==> src/rtl/eth_tx_pkg.sv <==
package eth_tx_pkg;

  typedef enum logic [2:0] {
    ST_IDLE,
    ST_PRE,
    ST_DATA,
    ST_PAD,
    ST_FCS,
    ST_DRAIN,
    ST_GAP
  } tx_state_e;

  localparam logic [7:0]  PRE_BYTE = 8'h55;
  localparam logic [7:0]  SFD_BYTE = 8'hD5;
  localparam logic [31:0] CRC_POLY = 32'hEDB88320;
  localparam logic [31:0] CRC_SEED = 32'hFFFF_FFFF;

  // One byte through the reflected CRC-32, low bit first.
  function automatic logic [31:0] crc_step(input logic [31:0] c, input logic [7:0] b);
    logic [31:0] r;
    r = c ^ {24'd0, b};
    for (int k = 0; k < 8; k++) begin
      r = r[0] ? ((r >> 1) ^ CRC_POLY) : (r >> 1);
    end
    return r;
  endfunction

  // Byte idx (0 = least significant) of the complemented remainder.
  function automatic logic [7:0] fcs_pick(input logic [31:0] c, input logic [1:0] idx);
    logic [31:0] inv;
    inv = ~c;
    return inv[{idx, 3'b000} +: 8];
  endfunction

endpackage

==> src/rtl/eth_tx_crc.sv <==
module eth_tx_crc
  import eth_tx_pkg::*;
(
  input  logic        clk,
  input  logic        rst_n,
  input  logic        crc_init,
  input  logic        crc_en,
  input  logic [7:0]  crc_din,
  output logic [31:0] crc_q
);

  always_ff @(posedge clk) begin
    if (!rst_n)        crc_q <= CRC_SEED;
    else if (crc_init) crc_q <= CRC_SEED;
    else if (crc_en)   crc_q <= crc_step(crc_q, crc_din);
  end

  // a restart and an update never collide
  init_update_excl_chk: assert property (@(posedge clk) disable iff (!rst_n)
    !(crc_init && crc_en));

endmodule

==> src/rtl/eth_tx_fsm.sv <==
module eth_tx_fsm
  import eth_tx_pkg::*;
#(
  parameter int MAX_FRAME = 9018,
  parameter int STD_FRAME = 1518,
  parameter int MIN_FRAME = 64,
  parameter int PRE_LEN   = 7,
  parameter int GAP_LEN   = 12
) (
  input  logic        clk,
  input  logic        rst_n,
  input  logic        tx_en,
  input  logic        jumbo_en,
  input  logic [7:0]  s_tdata,
  input  logic        s_tvalid,
  input  logic        s_tlast,
  output logic        s_tready,
  input  logic [31:0] crc_q,
  output logic        crc_init,
  output logic        crc_en,
  output logic [7:0]  crc_din,
  output logic [7:0]  gmii_txd,
  output logic        gmii_tx_en,
  output logic        tx_active,
  output logic        tx_done
);

  localparam int FCS_LEN  = 4;
  localparam int MIN_BODY = MIN_FRAME - FCS_LEN;
  localparam int LW       = $clog2(MAX_FRAME + 1);
  localparam int CW       = $clog2(PRE_LEN + GAP_LEN + 1);
  localparam logic [LW-1:0] CAP_JUMBO = LW'(MAX_FRAME - FCS_LEN);
  localparam logic [LW-1:0] CAP_STD   = LW'(STD_FRAME - FCS_LEN);
  localparam logic [LW-1:0] BODY_MIN  = LW'(MIN_BODY);

  tx_state_e     state_q, state_n;
  logic [CW-1:0] cnt_q, cnt_n;
  logic [LW-1:0] len_q, len_n, len_inc;
  logic [LW-1:0] cap_q, cap_n;
  logic          drain_q, drain_n;
  logic [7:0]    txd_n;
  logic          en_n, done_n;
  logic          start_ok;
  logic          take;

  // named events for the checks
  assign start_ok = (state_q == ST_IDLE) && tx_en && s_tvalid;
  assign take     = s_tready && s_tvalid;
  assign len_inc  = len_q + 1'b1;

  always_comb begin
    state_n  = state_q;
    cnt_n    = cnt_q;
    len_n    = len_q;
    cap_n    = cap_q;
    drain_n  = drain_q;
    txd_n    = 8'h00;
    en_n     = 1'b0;
    done_n   = 1'b0;
    s_tready = 1'b0;
    crc_init = 1'b0;
    crc_en   = 1'b0;
    crc_din  = 8'h00;
    unique case (state_q)
      ST_IDLE: begin
        crc_init = 1'b1;
        if (start_ok) begin
          txd_n   = PRE_BYTE;
          en_n    = 1'b1;
          state_n = ST_PRE;
          cnt_n   = CW'(1);
          len_n   = '0;
          drain_n = 1'b0;
          cap_n   = jumbo_en ? CAP_JUMBO : CAP_STD;
        end
      end
      ST_PRE: begin
        en_n = 1'b1;
        if (cnt_q == CW'(PRE_LEN)) begin
          txd_n   = SFD_BYTE;
          state_n = ST_DATA;
        end else begin
          txd_n = PRE_BYTE;
          cnt_n = cnt_q + 1'b1;
        end
      end
      ST_DATA: begin
        s_tready = 1'b1;
        if (s_tvalid) begin
          txd_n   = s_tdata;
          en_n    = 1'b1;
          crc_en  = 1'b1;
          crc_din = s_tdata;
          len_n   = len_inc;
          cnt_n   = '0;
          if (len_inc == cap_q) begin
            state_n = ST_FCS;
            drain_n = !s_tlast;
          end else if (s_tlast) begin
            state_n = (len_inc < BODY_MIN) ? ST_PAD : ST_FCS;
          end
        end
      end
      ST_PAD: begin
        en_n    = 1'b1;
        crc_en  = 1'b1;
        crc_din = 8'h00;
        len_n   = len_inc;
        cnt_n   = '0;
        if (len_inc == BODY_MIN) state_n = ST_FCS;
      end
      ST_FCS: begin
        en_n  = 1'b1;
        txd_n = fcs_pick(crc_q, cnt_q[1:0]);
        if (cnt_q == CW'(FCS_LEN - 1)) begin
          done_n  = 1'b1;
          cnt_n   = '0;
          state_n = drain_q ? ST_DRAIN : ST_GAP;
        end else begin
          cnt_n = cnt_q + 1'b1;
        end
      end
      ST_DRAIN: begin
        s_tready = 1'b1;
        if (s_tvalid && s_tlast) begin
          state_n = ST_GAP;
          cnt_n   = '0;
          drain_n = 1'b0;
        end
      end
      ST_GAP: begin
        if (cnt_q == CW'(GAP_LEN - 1)) begin
          state_n = ST_IDLE;
          cnt_n   = '0;
        end else begin
          cnt_n = cnt_q + 1'b1;
        end
      end
      default: state_n = ST_IDLE;
    endcase
  end

  always_ff @(posedge clk) begin
    if (!rst_n) begin
      state_q    <= ST_IDLE;
      cnt_q      <= '0;
      len_q      <= '0;
      cap_q      <= CAP_STD;
      drain_q    <= 1'b0;
      gmii_txd   <= 8'h00;
      gmii_tx_en <= 1'b0;
      tx_done    <= 1'b0;
    end else begin
      state_q    <= state_n;
      cnt_q      <= cnt_n;
      len_q      <= len_n;
      cap_q      <= cap_n;
      drain_q    <= drain_n;
      gmii_txd   <= txd_n;
      gmii_tx_en <= en_n;
      tx_done    <= done_n;
    end
  end

  assign tx_active = (state_q != ST_IDLE);

  // Independent idle-cycle counter for the gap guard
  logic [CW-1:0] idle_run;
  always_ff @(posedge clk) begin
    if (!rst_n)                          idle_run <= CW'(GAP_LEN);
    else if (gmii_tx_en)                 idle_run <= '0;
    else if (idle_run != CW'(GAP_LEN))   idle_run <= idle_run + 1'b1;
  end


  preamble_first_chk: assert property (@(posedge clk) disable iff (!rst_n)
    $rose(gmii_tx_en) |-> (gmii_txd == PRE_BYTE));


  pad_zero_chk: assert property (@(posedge clk) disable iff (!rst_n)
    (state_q == ST_PAD) |=> (gmii_tx_en && gmii_txd == 8'h00));


  gap_guard_chk: assert property (@(posedge clk) disable iff (!rst_n)
    start_ok |-> (!gmii_tx_en && idle_run >= CW'(GAP_LEN - 1)));


  done_with_byte_chk: assert property (@(posedge clk) disable iff (!rst_n)
    tx_done |-> gmii_tx_en);


  done_then_idle_chk: assert property (@(posedge clk) disable iff (!rst_n)
    tx_done |=> (!gmii_tx_en && !tx_done));


  start_gated_chk: assert property (@(posedge clk) disable iff (!rst_n)
    $rose(gmii_tx_en) |-> $past(tx_en));


  body_cap_chk: assert property (@(posedge clk) disable iff (!rst_n)
    (len_q <= cap_q));


  drain_quiet_chk: assert property (@(posedge clk) disable iff (!rst_n)
    (state_q == ST_DRAIN) |=> !gmii_tx_en);


  cap_hold_chk: assert property (@(posedge clk) disable iff (!rst_n)
    (state_q != ST_IDLE && $past(state_q) != ST_IDLE) |-> $stable(cap_q));


  ready_window_chk: assert property (@(posedge clk) disable iff (!rst_n)
    take |=> (gmii_tx_en || $past(state_q) == ST_DRAIN));

endmodule

==> src/rtl/eth_tx_framer.sv <==
module eth_tx_framer #(
  parameter int MAX_FRAME = 9018,
  parameter int STD_FRAME = 1518,
  parameter int MIN_FRAME = 64,
  parameter int PRE_LEN   = 7,
  parameter int GAP_LEN   = 12
) (
  input  logic       clk,
  input  logic       rst_n,
  input  logic       tx_en,
  input  logic       jumbo_en,
  input  logic [7:0] s_axis_tdata,
  input  logic       s_axis_tvalid,
  output logic       s_axis_tready,
  input  logic       s_axis_tlast,
  output logic [7:0] gmii_txd,
  output logic       gmii_tx_en,
  output logic       tx_active,
  output logic       tx_done
);

  logic [31:0] crc_q;
  logic        crc_init;
  logic        crc_en;
  logic [7:0]  crc_din;

  eth_tx_crc u_crc (
    .clk      (clk),
    .rst_n    (rst_n),
    .crc_init (crc_init),
    .crc_en   (crc_en),
    .crc_din  (crc_din),
    .crc_q    (crc_q)
  );

  eth_tx_fsm #(
    .MAX_FRAME (MAX_FRAME),
    .STD_FRAME (STD_FRAME),
    .MIN_FRAME (MIN_FRAME),
    .PRE_LEN   (PRE_LEN),
    .GAP_LEN   (GAP_LEN)
  ) u_fsm (
    .clk        (clk),
    .rst_n      (rst_n),
    .tx_en      (tx_en),
    .jumbo_en   (jumbo_en),
    .s_tdata    (s_axis_tdata),
    .s_tvalid   (s_axis_tvalid),
    .s_tlast    (s_axis_tlast),
    .s_tready   (s_axis_tready),
    .crc_q      (crc_q),
    .crc_init   (crc_init),
    .crc_en     (crc_en),
    .crc_din    (crc_din),
    .gmii_txd   (gmii_txd),
    .gmii_tx_en (gmii_tx_en),
    .tx_active  (tx_active),
    .tx_done    (tx_done)
  );


  reset_quiet_chk: assert property (@(posedge clk)
    $past(!rst_n) |-> (!gmii_tx_en && !tx_done && !s_axis_tready && !tx_active));

endmodule

==> config.mk <==
export PLATFORM = sky130hd
export DESIGN_NAME = eth_tx_framer
export DESIGN_NICKNAME = d
export VERILOG_FILES = /design/src/rtl/eth_tx_pkg.sv /design/src/rtl/eth_tx_crc.sv /design/src/rtl/eth_tx_fsm.sv /design/src/rtl/eth_tx_framer.sv
export SDC_FILE = /design/constraint.sdc
export NUM_CORES = 1
export LEC_CHECK = 0
export CAP_MARGIN = 20
export CORE_MARGIN = 2
export CORE_UTILIZATION = 35
export DETAILED_ROUTE_END_ITERATION = 8
export PLACE_DENSITY = 0.61
export SLEW_MARGIN = 20
export SYNTH_ARGS = -nofsm -noshare
export SYNTH_HDL_FRONTEND = slang
export SYNTH_SLANG_ARGS = --single-unit
==> constraint.sdc <==
create_clock -name clk -period 5.92 [get_ports clk]
set_input_delay 1.184 -clock clk [delete_from_list [all_inputs] [get_ports clk]]
set_output_delay 1.184 -clock clk [all_outputs]
set_load 0.005 [all_outputs]
### After elaboration in Yosys (flattened, before gate mapping)

Cells that the tools add are included.

* register bits: 79
* bits of input ports: 14
* output and inout port bits: 12

* add/sub/neg operators: 2
* $lt $le $gt $ge: 1
* equality and inequality tests: 21
* shifts and indexed selects: 1
* multiplexer cells: 48
* bitwise gates (word level): 11
* reductions and logical operators: 18

Operators with widths (count)
* two-way mux 32 bit: 8
* inverter 13 -> 14 bit: 8
* two-way mux 14 bit: 3
* one-hot mux 14 bit (3 select lines): 1
* one-hot mux 5 bit (7 select lines): 1
* inverter 32 bit: 1
* one-hot mux 8 bit (4 select lines): 1
* variable part select 32 x 6 -> 8 bit: 1
* bitwise XOR 32 x 8 -> 32 bit: 1
* two-way mux 3 bit: 10
* two-way mux 5 bit: 6
* two-way mux 8 bit: 3
* one-hot mux 3 bit (7 select lines): 1
* adder 14 x 1 -> 14 bit (second input constant): 1
* equality test 14 bit: 1
* equality test 14 x 6 -> 1 bit (second input constant): 1
* < comparator 14 x 6 -> 1 bit (second input constant): 1
* != test 2 x 1 -> 1 bit (second input constant): 7
* AND reduction 5 bit: 2
* equality test 3 bit (second input constant): 3
* two-way mux 1 bit: 9
* nonzero test 3 bit: 3
* AND reduction 8 bit: 1
* two-way mux 7 bit: 1
* other kinds (20): 27

### Logic depth before layout (Yosys ltp)

* word-level depth: 19
* mapped depth: 9
* depth with buffers taken out: 8

### Hierarchy

A second synthesis with hierarchy kept.

* cell total of the unflattened synthesis: 488
* area total of the unflattened synthesis: 4496.8 µm²

Modules (own cells, without submodules)
* eth_tx_fsm: instances 1, cells each 307, area an instance 2398.6 µm², sequential area each 700.7 µm²
* eth_tx_crc: instances 1, cells each 181, area an instance 2098.3 µm², sequential area each 640.6 µm²

### Worst setup path after synthesis

OpenSTA, ideal clock, no wires.

* path type: input port to flip-flop
* from: input s_axis_tvalid
* to: register u_crc.crc_q[5]
* setup time: 0.141 ns
* arrival time: 2.741 ns
* required time: 5.779 ns
* slack: 3.038 ns
* stages: 8
* cell sequence: and4bb_2 buf_4 nand2_1 xor2_1 xnor2_1 xnor2_1 xnor2_1 o211ai_1

* longest elaborated chain between the ends: 13
* elaborated cells between the ends (all ways): 16

Ends and longest elaborated chain
* start: declaration: RTL line eth_tx_framer.sv:13 `input logic s_axis_tvalid,`
* two-way mux 8 bit: RTL line eth_tx_fsm.sv:89 `if (s_tvalid) begin`
* two-way mux 8 bit: RTL line eth_tx_fsm.sv:64 `unique case (state_q)`
* bitwise XOR 32 x 8 -> 32 bit: RTL line eth_tx_pkg.sv:21 `r = c ^ {24'd0, b};`
* two-way mux 32 bit (4 in a row): RTL line eth_tx_pkg.sv:23 `r = r[0] ? ((r >> 1) ^ CRC_POLY) : (r >> 1);`
* inverter 13 -> 14 bit (no source line)
* two-way mux 32 bit (3 in a row): RTL line eth_tx_pkg.sv:23
* inverter 13 -> 14 bit (no source line)
* two-way mux 32 bit: RTL line eth_tx_pkg.sv:23
* end signal: assignment: RTL line eth_tx_crc.sv:15 `else if (crc_en) crc_q <= crc_step(crc_q, crc_din);`
* end: declaration: RTL line eth_tx_crc.sv:9 `output logic [31:0] crc_q`

Parallel ways exist; a longest one is shown, timed or not.
A chain may end at the register's enable or synchronous reset.

### Final worst setup path

Same ends and word-level chain as after synthesis.

==> impl_metrics.env <==
export IMPL_outcome="complete, no violations"
export IMPL_syn_to_final_growth_pct=15.6
export IMPL_remaining_drc_errors=0
export IMPL_cts_max_level=3
export IMPL_die_area_um2=13000
export IMPL_fill_cells=1218
export IMPL_synthFlopType="dfxtp_1"
export IMPL_place_hpwl_um=7530
export IMPL_synth_seq_cells=67
export IMPL_clock_latency_ps=340
export IMPL_layout_commonest_cell="nand2_1"
export IMPL_synth_distinct_cells=57
export IMPL_gp_congestion=0.946
export IMPL_holdBufCountCts=0
export IMPL_largest_net_degree_at_the_start_of_global_routing=53
export IMPL_route_detailed_wl_per_inst_um=15.9
export IMPL_setup_worst_path_end_class="register"
export IMPL_clock_sinks=67
export IMPL_maximum_number_of_buffers_from_clock_root_to_sink=2
export IMPL_post_synth_inst_count=506
export IMPL_period_minus_slack_ps=3680
export IMPL_timing_critical_path_from_type="input port"
export IMPL_core_rowCount=40
export IMPL_most_area_consuming_cells_after_synthesis="dfxtp_1, xnor2_1, xor2_1"
export IMPL_timing_worst_setup_path_type="input port to register"
export IMPL_clk_pin_slew_worst_paths_ps=60
export IMPL_cts_setup_buffers=0
export IMPL_gr_usage_all_layers=0.170
export IMPL_post_cts_resized_instances=0
export IMPL_cell_area_after_synthesis_um2=4220
export IMPL_drive_above_1_share=0.0809
export IMPL_setup_viol_count_final=0
export IMPL_worst_margin_pin_slew_ps=873
export IMPL_port_buffer_count=25
export IMPL_ys_seq_area_frac=0.318
export IMPL_worstHoldPathType="register to register"
export IMPL_fin_setup_tns_ps=0
export IMPL_fp_coreArea_um2=11900
export IMPL_detail_route_vias_per_cell=5.46
export IMPL_dieWidth_um=114
export IMPL_grt_pass1_wl_um=17400
export IMPL_grt_setup_unrepaired="false"
export IMPL_post_route_fraction_of_the_period_consumed_by_the_critical_path=0.621
export IMPL_io_pins=26
export IMPL_globalRouteOverflowTotal=0
export IMPL_worst_slew_slack_as_a_fraction_of_its_limit=0.418
export IMPL_timing_fmax_mhz=272
export IMPL_dr_total_vias=3634
export IMPL_clock_skew_final_ps=8.32
export IMPL_ys_warnings_count=0
export IMPL_detail_route_first_pass_iterations=5
export IMPL_synth_top_cell_area_share=0.318
export IMPL_start_util=0.354
export IMPL_power_density_nw_per_um2=430
export IMPL_max_slew_violations=0
export IMPL_antenna_cells=0
export IMPL_antenna_found_initial=0
export IMPL_hold_viol=0
export IMPL_syn_nets=524
export IMPL_post_route_cell_area_um2=4880
export IMPL_cap_violations=0
export IMPL_cp_arrival_ps=3840
export IMPL_synth_area_per_cell_um2=8.34
export IMPL_cts_inserted_buffers=9
export IMPL_route_final_wire_length_um=10600
export IMPL_netlist_top_cell_by_area="dfxtp_1"
export IMPL_place_area_um2=4560
export IMPL_die_height_um=114
export IMPL_clk_root_buffer_cell="clkbuf_16"
export IMPL_cp_required_ps=6090
export IMPL_drt_first_iter_violations=350
export IMPL_synth_edf_count=0
export IMPL_tritoncts="built"
export IMPL_ir_worst_vdd_mv=0.170
export IMPL_antenna_left=0
export IMPL_synth_async_reset_ratio=0
export IMPL_timing_critical_path_fanout_max=12
export IMPL_power_leakage_nw=1.74
export IMPL_layout_cells_most_common_list="nand2_1, dfxtp_1, xnor2_1"
export IMPL_final_nets=532
export IMPL_vias_in_the_first_global_route=3434
[final cells by class]
type                    instances  area, um^2  share of cell area
clock inverters                 6        88.8              0.0182
flip-flops and latches         67        1340               0.275
inverters                       7        26.3             0.00538
clock buffers                  10         229              0.0469
well taps                     147         184              0.0377
multi-input cells             402        2750               0.563
repair buffers                 27         265              0.0544
[synthesized netlist by cell type (3+ instances only)]
| library cell | number |
|---|---|
| dfxtp_1 | 67 |
| buf_2 | 4 |
| a22oi_1 | 4 |
| nor2_1 | 26 |
| and3_1 | 3 |
| nand2_1 | 68 |
| nand3_1 | 13 |
| xnor2_1 | 52 |
| o21a_1 | 3 |
| inv_1 | 7 |
| clkbuf_1 | 22 |
| a31oi_1 | 12 |
| xor2_1 | 34 |
| a21boi_0 | 4 |
| nor2b_1 | 17 |
| and2_1 | 7 |
| nand4_1 | 5 |
| ha_1 | 4 |
| nor3_1 | 14 |
| or2_2 | 5 |
| o21ai_0 | 28 |
| o21ai_1 | 3 |
| nor4b_1 | 3 |
| mux4_2 | 8 |
| or3_1 | 4 |
| o211ai_1 | 26 |
| a21oi_1 | 24 |
| nand3b_1 | 3 |
[cell families (layout without fill, tap and decap cells)]
| group | after synthesis | after routing | share of synthesized area |
|---|---|---|---|
| xor+xnor | 88 | 88 | 0.189 |
| buf+inv | 37 | 50 | 0.0353 |
| compound gates | 118 | 118 | 0.177 |
| flops | 67 | 67 | 0.318 |
| fa+ha+maj | 4 | 4 | 0.0119 |
| mux | 12 | 12 | 0.0528 |
| simple gates | 180 | 180 | 0.216 |
[state kept, by name, indices dropped and copies added (netlist names)]
signal            count
u_crc.crc_q          32
u_fsm.len_q          14
u_fsm.gmii_txd        8
u_fsm.cnt_q           5
u_fsm.state_q         3
u_fsm.cap_q           2
u_fsm.drain_q         1
u_fsm.gmii_tx_en      1
u_fsm.tx_done         1
[path summary, 6_finish.rpt]
| check | cells past startpoint | endpoint | startpoint | slack, ps |
|---|---|---|---|---|
| max | 8 | u_crc.crc_q[5] | s_axis_tvalid | 2240 |
| min | 1 | u_fsm.cnt_q[4] | u_fsm.cnt_q[4] | 490 |
| max reg2reg | 8 | u_fsm.drain_q | u_fsm.len_q[0] | 2990 |
| min reg2reg | 1 | u_fsm.cnt_q[4] | u_fsm.cnt_q[4] | 490 |
[power breakdown]
| group | switching, mW | leakage (nW) | internal, mW | total, mW |
|---|---|---|---|---|
| clock network | 0.209 | 0.149 | 0.369 | 0.578 |
| registers | 0.101 | 0.544 | 0.510 | 0.611 |
| logic | 0.526 | 1.05 | 0.385 | 0.911 |
| total | 0.836 | 1.74 | 1.26 | 2.10 |
[worst max-delay path, cell delays in order]
cell,delay (ps)
clkdlybuf4s50_1,640
and4bb_2,460
nand2_1,120
xor2_1,240
xnor2_1,730
xnor2_1,210
xnor2_1,140
o211ai_1,100
[metal layers]
metal | GRT usage | up-vias | part of all wire
li1 | - | 1806 | -
met1 | 0.215 | 1722 | 0.46
met2 | 0.277 | 85 | 0.48
met3 | 0.0255 | 21 | 0.029
met5 | 0 | - | 0
met4 | 0.0967 | 0 | 0.034
[through the flow]
stage | hold WS, ps | worst slack [ps] | cells | util | power (mW)
after floorplan | 449 | 3040 | 506 | - | 1.29
after global placement | 473 | 2050 | 650 | 0.383 | 1.52
after detailed placement | 482 | 1940 | 650 | 0.383 | 1.52
after CTS | 494 | 2300 | 666 | 0.409 | 2.11
after global routing | 512 | 2100 | 666 | 0.410 | 2.23
final | 490 | 2240 | 666 | 0.410 | 2.10
No activity file was read; power rests on OpenSTA's default activity.
